[config.mk]
export PLATFORM = sky130hd
export DESIGN_NAME = dma_trig_hs
export DESIGN_NICKNAME = d
export VERILOG_FILES = /design/src/rtl/dma_trig_pkg.sv /design/src/rtl/dma_trig_src_mux.sv /design/src/rtl/dma_trig_edge_req.sv /design/src/rtl/dma_trig_clear_gen.sv /design/src/rtl/dma_trig_hs.sv
export SDC_FILE = /design/constraint.sdc
export NUM_CORES = 1
export LEC_CHECK = 0
export BUFFER_PORTS_ARGS = -buffer_cell sky130_fd_sc_hd__buf_2
export CAP_MARGIN = 30
export CORE_MARGIN = 2
export CORE_UTILIZATION = 28
export DETAILED_ROUTE_END_ITERATION = 10
export PLACE_DENSITY = 0.61
export SLEW_MARGIN = 10
export SYNTH_ARGS = -nofsm -noshare
export SYNTH_HDL_FRONTEND = slang
export SYNTH_HIERARCHICAL = 1
export SYNTH_SLANG_ARGS = --single-unit
[constraint.sdc]
create_clock -name clk_i -period 1.3 [get_ports clk_i]
set_input_delay 0.13 -clock clk_i [delete_from_list [all_inputs] [get_ports clk_i]]
set_output_delay 0.13 -clock clk_i [all_outputs]
set_load 0.01 [all_outputs]
[src/rtl/dma_trig_pkg.sv]
package dma_trig_pkg;
  localparam int SEL_W = 3;
  localparam logic [SEL_W-1:0] SEL_TX    = 3'd0;
  localparam logic [SEL_W-1:0] SEL_ADC   = 3'd1;
  localparam logic [SEL_W-1:0] SEL_DAC   = 3'd2;
  localparam logic [SEL_W-1:0] SEL_FLASH = 3'd3;
endpackage

[src/rtl/dma_trig_src_mux.sv]
module dma_trig_src_mux
  import dma_trig_pkg::*;
#(
  parameter int ADC_SLOTS = 16,
  parameter int IDX_W     = $clog2(ADC_SLOTS)
) (
  input  logic [SEL_W-1:0]     sel_i,
  input  logic                 tx_ready_i,
  input  logic                 tx_ie_i,
  input  logic [ADC_SLOTS-1:0] adc_flags_i,
  input  logic [1:0]           adc_seq_mode_i,
  input  logic [IDX_W-1:0]     adc_cur_slot_i,
  input  logic [IDX_W-1:0]     adc_last_slot_i,
  input  logic                 dac_req_i,
  input  logic                 flash_armed_i,
  input  logic                 flash_busy_i,
  output logic                 trig_o,
  output logic [IDX_W-1:0]     slot_o
);
  logic adc_lvl;

  // multi-slot modes qualify only on the last slot
  assign slot_o  = adc_seq_mode_i[0] ? adc_last_slot_i : adc_cur_slot_i;
  assign adc_lvl = (int'(slot_o) < ADC_SLOTS) ? adc_flags_i[slot_o] : 1'b0;

  always_comb begin
    unique case (sel_i)
      SEL_TX:    trig_o = tx_ready_i & ~tx_ie_i;
      SEL_ADC:   trig_o = adc_lvl;
      SEL_DAC:   trig_o = dac_req_i;
      SEL_FLASH: trig_o = flash_armed_i & ~flash_busy_i;
      default:   trig_o = 1'b0;
    endcase
  end
endmodule

[src/rtl/dma_trig_edge_req.sv]
module dma_trig_edge_req
  import dma_trig_pkg::*;
#(
  parameter int IDX_W = 4
) (
  input  logic             clk_i,
  input  logic             rst_ni,
  input  logic             trig_i,
  input  logic [SEL_W-1:0] sel_i,
  input  logic [IDX_W-1:0] slot_i,
  input  logic             ack_i,
  output logic             pend_o,
  output logic [SEL_W-1:0] sel_q_o,
  output logic [IDX_W-1:0] slot_q_o
);
  logic trig_q;
  logic rise;

  assign rise = trig_i & ~trig_q;

  always_ff @(posedge clk_i or negedge rst_ni) begin
    if (!rst_ni) begin
      trig_q   <= 1'b0;
      pend_o   <= 1'b0;
      sel_q_o  <= '0;
      slot_q_o <= '0;
    end else begin
      trig_q <= trig_i;
      if (pend_o) begin
        if (ack_i) pend_o <= 1'b0;       // edges while pending are dropped
      end else if (rise) begin
        pend_o   <= 1'b1;
        sel_q_o  <= sel_i;
        slot_q_o <= slot_i;
      end
    end
  end
endmodule

[src/rtl/dma_trig_clear_gen.sv]
module dma_trig_clear_gen
  import dma_trig_pkg::*;
#(
  parameter int ADC_SLOTS = 16,
  parameter int IDX_W     = $clog2(ADC_SLOTS)
) (
  input  logic                 clk_i,
  input  logic                 rst_ni,
  input  logic                 pend_i,
  input  logic                 ack_i,
  input  logic [SEL_W-1:0]     sel_q_i,
  input  logic [IDX_W-1:0]     slot_q_i,
  input  logic                 flash_armed_i,
  input  logic                 flash_busy_i,
  output logic                 tx_clr_o,
  output logic                 dac_clr_o,
  output logic [ADC_SLOTS-1:0] adc_clr_o,
  output logic                 flash_fail_o
);
  logic done;
  logic flash_done;

  assign done       = pend_i & ack_i;
  assign tx_clr_o   = done & (sel_q_i == SEL_TX);
  assign dac_clr_o  = done & (sel_q_i == SEL_DAC);
  assign flash_done = done & (sel_q_i == SEL_FLASH);

  for (genvar g = 0; g < ADC_SLOTS; g++) begin : g_adc_clr
    assign adc_clr_o[g] = done & (sel_q_i == SEL_ADC) & (int'(slot_q_i) == g);
  end

  always_ff @(posedge clk_i or negedge rst_ni) begin
    if (!rst_ni)         flash_fail_o <= 1'b0;
    else if (flash_done) flash_fail_o <= ~flash_armed_i | flash_busy_i;
  end
endmodule

[src/rtl/dma_trig_hs.sv]
module dma_trig_hs
  import dma_trig_pkg::*;
#(
  parameter int ADC_SLOTS = 16,
  parameter int IDX_W     = $clog2(ADC_SLOTS)
) (
  input  logic                 clk_i,
  input  logic                 rst_ni,
  input  logic [2:0]           trig_sel_i,
  input  logic                 tx_ready_i,
  input  logic                 tx_ie_i,
  output logic                 tx_flag_clr_o,
  input  logic [ADC_SLOTS-1:0] adc_flags_i,
  input  logic [1:0]           adc_seq_mode_i,
  input  logic [IDX_W-1:0]     adc_cur_slot_i,
  input  logic [IDX_W-1:0]     adc_last_slot_i,
  output logic [ADC_SLOTS-1:0] adc_flag_clr_o,
  input  logic                 dac_req_i,
  output logic                 dac_flag_clr_o,
  input  logic                 flash_armed_i,
  input  logic                 flash_busy_i,
  output logic                 flash_fail_o,
  output logic                 dma_req_o,
  input  logic                 dma_ack_i
);
  logic             trig;
  logic [IDX_W-1:0] slot;
  logic [SEL_W-1:0] sel_q;
  logic [IDX_W-1:0] slot_q;

  dma_trig_src_mux #(.ADC_SLOTS(ADC_SLOTS), .IDX_W(IDX_W)) u_mux (
    .sel_i          (trig_sel_i),
    .tx_ready_i     (tx_ready_i),
    .tx_ie_i        (tx_ie_i),
    .adc_flags_i    (adc_flags_i),
    .adc_seq_mode_i (adc_seq_mode_i),
    .adc_cur_slot_i (adc_cur_slot_i),
    .adc_last_slot_i(adc_last_slot_i),
    .dac_req_i      (dac_req_i),
    .flash_armed_i  (flash_armed_i),
    .flash_busy_i   (flash_busy_i),
    .trig_o         (trig),
    .slot_o         (slot)
  );

  dma_trig_edge_req #(.IDX_W(IDX_W)) u_req (
    .clk_i   (clk_i),
    .rst_ni  (rst_ni),
    .trig_i  (trig),
    .sel_i   (trig_sel_i),
    .slot_i  (slot),
    .ack_i   (dma_ack_i),
    .pend_o  (dma_req_o),
    .sel_q_o (sel_q),
    .slot_q_o(slot_q)
  );

  dma_trig_clear_gen #(.ADC_SLOTS(ADC_SLOTS), .IDX_W(IDX_W)) u_clr (
    .clk_i        (clk_i),
    .rst_ni       (rst_ni),
    .pend_i       (dma_req_o),
    .ack_i        (dma_ack_i),
    .sel_q_i      (sel_q),
    .slot_q_i     (slot_q),
    .flash_armed_i(flash_armed_i),
    .flash_busy_i (flash_busy_i),
    .tx_clr_o     (tx_flag_clr_o),
    .dac_clr_o    (dac_flag_clr_o),
    .adc_clr_o    (adc_flag_clr_o),
    .flash_fail_o (flash_fail_o)
  );
endmodule

==> flow_summary.toml <==
[power_and_ir_drop]
power_density_nw_per_um2 = 1010
ir_drop_uv = 603
intPower_mw = 1.07
seqPwrFrac = 0.384
p_comb_frac = 0.438
fin_total_pwr_mw = 1.71
clockPowerShare = 0.178
switching_share = 0.371
switchingPower_uw = 634
p_leak_nw = 0.824

[drt]
drt_first_pass_iters = 4
routed_wl_um = 2850
drcViolationCount = 0
num_vias = 1145
wl_per_cell_um = 11.8
via_per_inst = 4.75
drt_iter0_markers = 43
final_antenna_net_count = 0

[global_routing]
grt_pass1_wl_um = 4800
grt_max_degree = 13
grtUsageTotal = 0.143
grt_pass1_vias = 1130
overflow = 0
antenna_found_initial = 0

[final_layout]
final_nets = 232
final_area_um2 = 1690
n_fill_cell = 380
fin_cells = 241
post-route-util = 0.465
seqCellArea_um2 = 250
drive_gt1_frac = 0.596
multi_input_area_um2 = 792
diodes = 0
area_growth_pct = 61.7

[min_path]
holdCritPathClass = "input port to register"

[timing]
tightest_slew_ps = 531
rsz0062_at_grt = "true"
max_freq_ghz = 0.600
period_share = 1.28
finalSetupTns_ps = -6500
post-route-min-period_ps = 1670
hold_viol = 0
whs_ps = 191
worst_slack_ps = -366
finClkSkew_ps = 2.64
slew_violations = 0
slew_headroom = 0.646
setup_viol = 26

[synth]
synth-seq-cells = 10
synth.cell_area_um2 = 1040
yosysWarningCount = 6
syn-num-nets = 152
synth.avg_cell_area_um2 = 9.08
synth_edf_count = 0
ys_seq_area_frac = 0.240
ys.flop_type = "dfrtp_1"
synthCells = 115
synth_cell_type_count = 41
synthArstFlopShare = 1.00

[clocking]
cts.sinks = 10
cts_buffers = 3
worstSkewPairLatency_ps = 230
cts_buffer_depth = 2
clk_pin_slew_ps = 40
cts_tree = "done"
cts_root_buffer = "clkbuf_8"
htreeDepth = 1

[outcome]
outcome = "complete, but fails checks"
violations = "negative setup slack"

[floorplanning]
row_count = 22
core_um2 = 3630
initial_utilization = 0.288
io_pins = 57
fp.dieW_um = 65.1
die-area_um2 = 4240
fp.dieH_um = 65.1

[run]
cap_viol_max_count = 0

[placed_design]
gp_congestion = 0.767
placed_cell_area_um2 = 1510
post-place-ws_ps = -792
hpwl_um = 2370
place_inst = 232
io_buffers = 55

[setup_path]
worstSetupStartpointType = "input port"
cp.arrival_ps = 1780
crit_fanout = 8
critPathCaptureType = "register"
required_ps = 1410
critPathKind = "input port to register"
[cells in the mapped netlist, types with 2 or more instances]
cell | instances | area, um2
nor2_1 | 17 | 63.8
dfrtp_1 | 10 | 250
mux2_2 | 8 | 90.1
o21ai_0 | 8 | 40.0
inv_1 | 7 | 26.3
nor3_2 | 6 | 60.1
nand2_1 | 5 | 18.8
o211ai_1 | 5 | 37.5
nand2b_1 | 4 | 25.0
a211oi_1 | 3 | 22.5
mux2i_1 | 3 | 30.0
nand3_1 | 3 | 15.0
nand3b_1 | 3 | 22.5
a21oi_1 | 2 | 10.0
buf_6 | 2 | 22.5
inv_2 | 2 | 7.51
mux2i_4 | 2 | 45.0
nor4_2 | 2 | 25.0
[layer usage]
layer	up-vias	global-route usage	part of all wire
met5	-	0	0
met4	0	0.0156	0
met3	0	0.0330	0.045
met2	32	0.254	0.50
met1	531	0.182	0.45
li1	582	-	-
[placed cells by master (no fill, tap or decap), types with 4 or more instances in the layout]
cell type / netlist / routed
buf_2: 1 / 52
buf_4: 0 / 19
buf_6: 2 / 7
dfrtp_1: 10 / 10
inv_1: 7 / 7
mux2_4: 0 / 7
nand2_1: 5 / 5
nand2b_1: 4 / 4
nor2_1: 17 / 15
nor3_2: 6 / 5
o211ai_1: 5 / 5
o21ai_0: 8 / 8
[state kept, by name, indices dropped and copies added (netlist names)]
signal	count
u_req/sel_q_o	3
u_clr/flash_fail_o	1
u_req/pend_o	1
u_req/slot_q_o	4
u_req/trig_q	1
[path summary, 6_finish.rpt]
path | startpoint | endpoint | slack, ps | cells after the start
max | adc_seq_mode_i[0] | u_req/slot_q_o[1] | -370 | 11
min | trig_sel_i[0] | u_req/sel_q_o[0] | 190 | 2
max reg2reg | u_req/pend_o | u_req/slot_q_o[1] | -10 | 4
min reg2reg | u_clr/flash_fail_o | u_clr/flash_fail_o | 530 | 2
max in group asynchronous | rst_ni | u_req/trig_q | 820 | 2
min in group asynchronous | rst_ni | u_clr/flash_fail_o | 280 | 2
[kinds of logic after synthesis]
kind of cell,count (synthesis),synth area share
buffers and inverters,14,0.0671
and+or+nand+nor,48,0.319
DFF,10,0.240
AOI/OAI and AO/OA,29,0.204
muxes,14,0.171
[power by group through the flow]
stage	logic, mW	registers [mW]	clock network (mW)
detailed placement	0.633	0.644	0
global placement	0.623	0.641	0
global route	0.813	0.683	0.341
CTS	0.731	0.639	0.317
finish	0.748	0.656	0.304
floorplan	0.511	0.527	0
[cell type report]
class                   instances  share of cell area
clock buffers                   3              0.0244
flip-flops and latches         10               0.148
well taps                      48              0.0356
inverters                       9              0.0200
repair buffers                 80               0.303
multi-input cells              91               0.469
[repair_timing]
action	CTS	global route
gates resized for setup	18	5
endpoints found under the setup margin	26	26
pin swaps	21	4
setup buffers	5	1
hold buffers	1	0
hold endpoints to repair	10	0
[critical path, stage by stage]
cell       delay [ps]
buf_12            120
mux2i_4           200
buf_6             120
inv_2              70
nor2_1             50
a211oi_2          240
a2bb2oi_2          90
o211ai_2           70
nor3b_4           250
buf_6             150
mux2_4            290
No activity file was read; power rests on OpenSTA's default activity.
